### src/rtl/pscmp_timer.sv
module pscmp_timer #(
  parameter int PSC_W = 8,
  parameter int CNT_W = 24,
  parameter int DW    = 32
) (
  input  logic          clk,
  input  logic          rst_n,
  input  logic          reg_wr,
  input  logic [1:0]    reg_addr,
  input  logic [DW-1:0] reg_wdata,
  output logic [DW-1:0] reg_rdata,
  input  logic          dbg_halt,
  output logic          irq,
  output logic          wake,
  output logic          tgl_out
);

  localparam int B_MODE = PSC_W;
  localparam int B_EN   = PSC_W + 2;
  localparam int B_IEN  = PSC_W + 3;
  localparam int B_WEN  = PSC_W + 4;
  localparam int B_VIEW = PSC_W + 5;
  localparam int B_DBG  = PSC_W + 6;
  localparam int B_CLR  = PSC_W + 7;
  localparam int B_ACT  = PSC_W + 8;

  localparam logic [1:0] M_ONE  = 2'd0;
  localparam logic [1:0] M_TGL  = 2'd2;
  localparam logic [1:0] M_CONT = 2'd3;

  logic [PSC_W-1:0] psc_q, pcnt_q;
  logic [1:0]       mode_q;
  logic             en_q, ien_q, wen_q, view_q, dbgrun_q;
  logic [CNT_W-1:0] cmp_q, cnt_q, snap_q, cnt_inc;
  logic             mflag_q, wflag_q, tgl_q;

  logic wr_ctrl, wr_cmp, wr_flg, clr_req, restart, run, tick, hit, wake_lvl;
  logic unused_wbits;

  assign wr_ctrl = reg_wr && (reg_addr == 2'd0);
  assign wr_cmp  = reg_wr && (reg_addr == 2'd1);
  assign wr_flg  = reg_wr && (reg_addr == 2'd2);
  assign clr_req = wr_ctrl && reg_wdata[B_CLR];
  assign restart = clr_req || (wr_cmp && mode_q != M_CONT);

  assign run     = en_q && (dbgrun_q || !dbg_halt);
  assign tick    = run && (pcnt_q == psc_q);
  assign cnt_inc = cnt_q + CNT_W'(1);
  assign hit     = tick && (cnt_inc == cmp_q);

  assign wake_lvl = mflag_q && ien_q && wen_q;
  assign irq      = mflag_q && ien_q;
  assign wake     = wake_lvl;
  assign tgl_out  = tgl_q;
  assign unused_wbits = ^reg_wdata[DW-1:CNT_W];

  always_ff @(posedge clk or negedge rst_n) begin
    if (!rst_n) begin
      psc_q    <= '0;
      mode_q   <= M_ONE;
      en_q     <= 1'b0;
      ien_q    <= 1'b0;
      wen_q    <= 1'b0;
      view_q   <= 1'b0;
      dbgrun_q <= 1'b0;
    end else if (wr_ctrl) begin
      psc_q    <= reg_wdata[PSC_W-1:0];
      mode_q   <= reg_wdata[B_MODE +: 2];
      en_q     <= (clr_req && en_q) ? 1'b0 : reg_wdata[B_EN];
      ien_q    <= reg_wdata[B_IEN];
      wen_q    <= reg_wdata[B_WEN];
      view_q   <= reg_wdata[B_VIEW];
      dbgrun_q <= reg_wdata[B_DBG];
    end else if (hit && mode_q == M_ONE) begin
      en_q     <= 1'b0;
    end
  end

  always_ff @(posedge clk or negedge rst_n) begin
    if (!rst_n) cmp_q <= '0;
    else if (wr_cmp) cmp_q <= reg_wdata[CNT_W-1:0];
  end

  always_ff @(posedge clk or negedge rst_n) begin
    if (!rst_n) begin
      pcnt_q <= '0;
      cnt_q  <= '0;
    end else if (restart) begin
      pcnt_q <= '0;
      cnt_q  <= '0;
    end else if (run) begin
      pcnt_q <= tick ? '0 : pcnt_q + PSC_W'(1);
      if (tick) cnt_q <= (hit && mode_q != M_CONT) ? '0 : cnt_inc;
    end
  end

  always_ff @(posedge clk or negedge rst_n) begin
    if (!rst_n) begin
      mflag_q <= 1'b0;
      wflag_q <= 1'b0;
      tgl_q   <= 1'b0;
      snap_q  <= '0;
    end else begin
      if (hit) mflag_q <= 1'b1;
      else if (wr_flg && reg_wdata[0]) mflag_q <= 1'b0;
      if (wake_lvl) wflag_q <= 1'b1;
      else if (wr_flg && reg_wdata[1]) wflag_q <= 1'b0;
      if (hit && mode_q == M_TGL) tgl_q <= ~tgl_q;
      if (view_q) snap_q <= cnt_q;
    end
  end

  always_comb begin
    reg_rdata = '0;
    case (reg_addr)
      2'd0: begin
        reg_rdata[PSC_W-1:0]   = psc_q;
        reg_rdata[B_MODE +: 2] = mode_q;
        reg_rdata[B_EN]        = en_q;
        reg_rdata[B_IEN]       = ien_q;
        reg_rdata[B_WEN]       = wen_q;
        reg_rdata[B_VIEW]      = view_q;
        reg_rdata[B_DBG]       = dbgrun_q;
        reg_rdata[B_ACT]       = en_q;
      end
      2'd1: reg_rdata[CNT_W-1:0] = cmp_q;
      2'd2: reg_rdata[1:0] = {wflag_q, mflag_q};
      default: reg_rdata[CNT_W-1:0] = snap_q;
    endcase
  end

  AST_FLAG_FROM_MATCH: assert property (@(posedge clk) disable iff (!rst_n)
    $rose(mflag_q) |-> $past(hit));
  AST_ONESHOT_STOP: assert property (@(posedge clk) disable iff (!rst_n)
    (hit && mode_q == M_ONE && !wr_ctrl) |=> !en_q);
  AST_MATCH_RESTART: assert property (@(posedge clk) disable iff (!rst_n)
    (hit && mode_q != M_CONT) |=> (cnt_q == '0));
  AST_TGL_ONLY_ON_MATCH: assert property (@(posedge clk) disable iff (!rst_n)
    !$stable(tgl_q) |-> $past(hit && mode_q == M_TGL));
  AST_CONT_KEEPS_COUNTING: assert property (@(posedge clk) disable iff (!rst_n)
    (tick && mode_q == M_CONT && !clr_req) |=> (cnt_q == $past(cnt_q) + CNT_W'(1)));
  AST_WAKE_FLAG_CAUSE: assert property (@(posedge clk) disable iff (!rst_n)
    $rose(wflag_q) |-> $past(wake));
  AST_CMP_RESTART: assert property (@(posedge clk) disable iff (!rst_n)
    (wr_cmp && mode_q != M_CONT) |=> (cnt_q == '0 && pcnt_q == '0));
  AST_CLEAR_STOPS: assert property (@(posedge clk) disable iff (!rst_n)
    (clr_req && en_q) |=> (!en_q && cnt_q == '0));
  AST_HALT_FREEZE: assert property (@(posedge clk) disable iff (!rst_n)
    (dbg_halt && !dbgrun_q && !reg_wr) |=> $stable(cnt_q));

endmodule

### config.mk
export PLATFORM = sky130hd
export DESIGN_NAME = pscmp_timer
export DESIGN_NICKNAME = d
export VERILOG_FILES = /design/src/rtl/pscmp_timer.sv
export SDC_FILE = /design/constraint.sdc
export NUM_CORES = 1
export LEC_CHECK = 0
export ABC_CLOCK_PERIOD_IN_PS = 7200
export BUFFER_PORTS_ARGS = -buffer_cell sky130_fd_sc_hd__buf_4
export CORE_MARGIN = 5
export CORE_UTILIZATION = 40
export CTS_CLUSTER_DIAMETER = 120
export DETAILED_ROUTE_END_ITERATION = 7
export GPL_TIMING_DRIVEN = 0
export SLEW_MARGIN = 20
export SYNTH_ARGS = -nofsm -noshare
export SYNTH_HDL_FRONTEND = slang
export SYNTH_SLANG_ARGS = --single-unit
### constraint.sdc
create_clock -name clk -period 7.2 [get_ports clk]
set_input_delay 0.36 -clock clk [delete_from_list [all_inputs] [get_ports clk]]
set_output_delay 0.36 -clock clk [all_outputs]
set_load 0.1 [all_outputs]
Word level (Yosys, flattened, before mapping)
Cells that the tools add are included.

word-level totals
  register bits after elaboration = 98
  input port bits = 38
  output and inout port bits = 35

operators by class
  add/sub/neg operators = 2
  equal/unequal tests = 6
  multiplexer cells = 19
  bitwise operators = 1
  reductions and logical operators = 28

operators with widths
  operator                                       count
  2-to-1 mux 24 bit                              4
  case mux 13 bit (3 select lines)               1
  adder 24 x 1 -> 24 bit, second input constant  1
  == test 24 bit                                 1
  2-to-1 mux 8 bit                               3
  logical AND 1 bit                              16
  case mux 7 bit (2 select lines)                1
  nonzero test 2 bit                             5
  adder 8 x 1 -> 8 bit, second input constant    1
  == test 8 bit                                  1
  2-to-1 mux 1 bit                               7
  case mux 2 bit (3 select lines)                1
  == test 2 bit, second input constant           2
  logical NOT 2 bit                              2
  case mux 1 bit (3 select lines)                1
  == test 2 x 1 -> 1 bit, second input constant  1
  logical OR 1 bit                               2
  inequality test 2 bit, second input constant   1
  case mux 1 bit (2 select lines)                1
  AND reduction 2 bit                            1
  OR reduction 2 bit                             1
  logical NOT 1 bit                              1
  inverter 1 bit                                 1

Logic depth before layout (Yosys ltp)
  depth after elaboration = 10
  gate-level depth with buffers = 11

Least setup slack after synthesis
OpenSTA, ideal clock, no wires.

  kind = input port to output port
  start point = in reg_addr[0]
  end point = out reg_rdata[11]
  arrival time = 3.419 ns
  required time = 6.840 ns
  path slack = 3.421 ns
  cell stages on the path = 4
  path buffers = 2
  path through = buf_1 -> clkbuf_1 -> mux2i_1 -> o21ai_0

on the way
  cells in the longest elaborated chain, start to end = 2

ends and longest elaborated chain
  element                                line  text
  start, declared                        9     input logic [1:0] reg_addr,
  == test 2 bit (tied with other cells)  115   case (reg_addr)
  case mux 13 bit (3 select lines) (*)   115
  end, declared                          11    output logic [DW-1:0] reg_rdata,

Every way passes the cells marked *; elsewhere a longest branch is shown, timed or not.

Worst setup path in the final report
  start point = reg cnt_q[0]
  end point = reg tgl_q (netlist: tgl_out)

on the way
  cells in the longest elaborated chain, start to end = 4

ends and longest elaborated chain
  element                 line  text
  start, declared         34    logic [CNT_W-1:0] cmp_q, cnt_q, snap_q, cnt_inc;
  start signal, assigned  93    if (tick) cnt_q <= (hit && mode_q != M_CONT) ? '0 : cnt_inc;
  adder 24 x 1 -> 24 bit  48    assign cnt_inc = cnt_q + CNT_W'(1);
  == test 24 bit          49    assign hit = tick && (cnt_inc == cmp_q);
  logical AND 1 bit       49
  logical AND 1 bit       108   if (hit && mode_q == M_TGL) tgl_q <= ~tgl_q;
  end signal, assigned    108
  end, declared           35    logic mflag_q, wflag_q, tgl_q;

Every way passes these cells.
A chain may end at the register's enable or synchronous reset.

==> flow_summary_export.csv <==
group,metric,value,unit
routing,avgRoutedWirePerCell,18.5,um
final_layout,n_antenna_cell,0,
clock_network,clkLatencyLatePin,350,ps
synth,synth_top_family_by_area,"multiplexers",
sta,slew_headroom,0.357,
routing,drtIter0Drc,373,
power,peakVddDrop,0.134,mV
critical_path,worstPathRequired,7470,ps
critical_path,startpoint_type,"register",
grt,antenna_found_initial,0,
sta,tightest_slew,957,ps
synth,ys.flop_type,"dfrtp_1",
synth,seq_area_frac_synth,0.453,
grt,grt_pass1_wl,23000,um
synth,async_reset_ff_frac,1.00,
power,combPwrFrac,0.266,
synth,syn_inst,517,
outcome,status,"finished clean",
floorplan,floorplan.rows,42,
sta,rsz0062_at_grt,"false",
clock_network,cts_tree,"yes",
floorplan,die_w,126,um
final_layout,layout_commonest_cell,"dfrtp_1",
synth,synthXorXnorAreaFrac,0.110,
clock_network,numCtsBuffers,9,
final_layout,areaGrowthSynthToFinish,18.0,%
placed_design,dp.cells,756,
placed_design,dpl.hpwl,10300,um
power,power.internal,0.00101,W
critical_path,rr_startpoint,"cnt_q[0]$_DFFE_PN0P_",
synth,ys_ff_latch,98,
synth,ys_warn_count,0,
synth,synthSimpleGateAreaFrac,0.165,
synth,syn_area_per_cell,10.5,um^2
grt,grt-ovfl-total,0,
run,max_cap_viol_count,0,
power,switchingPower,0.000540,W
grt,grtUsageTotal,0.183,
clock_network,cts_root_buf,"clkbuf_16",
sta,drv_slew,0,
clock_network,cts_resized,0,
sta,hold_viol,0,
placed_design,routabilityCongestion,0.884,
sta,setup_tns,0,ps
routing,vias,4112,
final_layout,layout.nets,631,
critical_path,ff2ff_setup_slack,3460,ps
critical_path,cp-end-kind,"register",
final_layout,n_fill_cell,1273,
placed_design,port_buffers,56,
critical_path,path_max_fanout,10,
critical_path,path_class,"register to register",
final_layout,layout-drive-gt1-share,0.261,
final_layout,layout_common_cells,"dfrtp_1 (98), buf_4 (64), mux2_2 (62)",
routing,drtAntennaViolNets,0,
floorplan,coreArea,13200,um^2
power,cellPowerDensity,243,nW/um^2
critical_path,reg2reg_to,"tgl_out$_DFFE_PN0P_",
synth,synth-edff-count,0,
synth,ys_types,52,
floorplan,die_area,16000,um^2
synth,synthMuxAreaShare,0.178,
clock_network,htreeDepth,3,
power,swShare,0.347,
critical_path,reg2regPathDepth,10,
grt,grt_max_degree,99,
routing,first_pass_iters,5,
clock_network,clock-sinks,98,
routing,wirelength,14300,um
placed_design,placed_area,6100,um^2
routing,drcViolationCount,0,
sta,period_minus_slack,3740,ps
power,leakage,2.81,nW
min_path,hp-class,"input pin to asynchronous set/reset pin",
floorplan,initial_core_util,0.409,
sta,fin_skew,10.2,ps
sta,timing.fmax,0.268,GHz
power,sequentialPowerShare,0.427,
synth,syn_area,5410,um^2
final_layout,finalNonFillerCells,771,
synth,synth_compound_area_frac,0.0545,
clock_network,cts_buffer_depth,2,
synth,synth_fa_ha_area_frac,0.00462,
clock_network,clk_pin_slew_worst_paths,70,ps
routing,via_per_inst,5.33,
final_layout,final_area,6390,um^2
sta,setup_violations,0,
clock_network,postCtsHoldBufs,0,
critical_path,cp.arrival,4010,ps
power,pwr-share-clk,0.307,
sta,period_share,0.519,
clock_network,cts_setup_buffers,0,
floorplan,io_pins,73,
grt,grt_pass1_vias,4219,
floorplan,die_h,126,um
synthesized netlist by cell type (all sizes together), types with 8 or more instances:
master	instances	share of area
nor2	41	0.028
buf	14	0.018
nand3	18	0.018
o21ai	23	0.021
clkbuf	19	0.013
nand2	49	0.034
xor2	28	0.045
nand4	14	0.016
a21oi	10	0.0092
nor3	11	0.010
mux2	62	0.13
nor2b	9	0.010
mux2i	22	0.041
dfrtp	98	0.45
xnor2	40	0.065
nor4	8	0.013
worst max-delay path, stage by stage, from the launching register on:
cell and delay (ps):
dfrtp_1 490, ha_1 280, nand3_2 100, buf_2 200
nor4_1 780, nand3_1 270, xnor2_1 220, or4_1 480
a2111o_1 420, nor3b_2 260, xor2_1 170
power by group through the flow:
| stage | sequential [W] | combinational, W | clock, W |
|---|---|---|---|
| 2_1_floorplan | 0.000651 | 0.000319 | 0 |
| 3_3_place_gp | 0.000670 | 0.000409 | 0 |
| 3_5_place_dp | 0.000673 | 0.000414 | 0 |
| 4_1_cts | 0.000663 | 0.000416 | 0.000488 |
| 5_1_grt | 0.000670 | 0.000443 | 0.000514 |
| 6_report | 0.000664 | 0.000413 | 0.000477 |
per-layer routing:
layer / up-vias / share of wire / track usage
li1: 1936 / - / -
met1: 2015 / 0.45 / 0.252
met2: 135 / 0.46 / 0.281
met3: 26 / 0.058 / 0.0446
met4: 0 / 0.027 / 0.0707
met5: - / 0 / 0
cell families (layout without fill, tap and decap cells):
| kind of cell | count (synthesis) | count (layout) |
|---|---|---|
| simple gates | 177 | 177 |
| flops | 98 | 98 |
| mux | 86 | 86 |
| xor+xnor | 68 | 68 |
| compound gates | 48 | 48 |
| buf+inv | 37 | 108 |
| fa+ha+maj | 2 | 2 |
| other cells | 1 | 8 |
area by class of cell:
cell class / instances / area [um^2] / area share
repair buffers: 56 / 424 / 0.0664
inverters: 4 / 15.0 / 0.00235
plain buffers: 33 / 168 / 0.0262
clock buffers: 14 / 284 / 0.0445
flip-flops and latches: 98 / 2450 / 0.384
well taps: 176 / 220 / 0.0345
clock inverters: 1 / 7.51 / 0.00118
multi-input cells: 389 / 2820 / 0.441
per-stage QoR:
step / setup WS (ps) / utilization / total power, W / hold slack (ps)
global placement: 3580 / 0.459 / 0.00108 / 459
detailed placement: 3550 / 0.460 / 0.00109 / 461
CTS: 3510 / 0.482 / 0.00157 / 171
global route: 3190 / 0.482 / 0.00163 / 197
floorplan: 3420 / - / 0.000969 / 64.4
finish: 3460 / 0.482 / 0.00155 / 107
state kept, by name, summed over array words and instances (netlist names):
signal / cells
en_q: 1
mode_q: 2
view_q: 1
snap_q: 24
wen_q: 1
pcnt_q: 8
mflag_q: 1
cmp_q: 24
ien_q: 1
tgl_out: 1
dbgrun_q: 1
psc_q: 8
wflag_q: 1
cnt_q: 24
worst max path at each step:
stage                              start               endpoint  slack, ps  depth (start not counted)
floorplan                    reg_addr[0]          reg_rdata[11]       3420                          4
global placement    cnt_q[0]$_DFFE_PN0P_    tgl_out$_DFFE_PN0P_       3580                         10
detailed placement  cnt_q[0]$_DFFE_PN0P_    tgl_out$_DFFE_PN0P_       3550                         10
CTS                 cnt_q[0]$_DFFE_PN0P_    tgl_out$_DFFE_PN0P_       3510                         10
global route        cnt_q[0]$_DFFE_PN0P_  cnt_q[10]$_DFFE_PN0P_       3190                         11
finish              cnt_q[0]$_DFFE_PN0P_    tgl_out$_DFFE_PN0P_       3460                         10
Power figures use the tool's default switching activity.
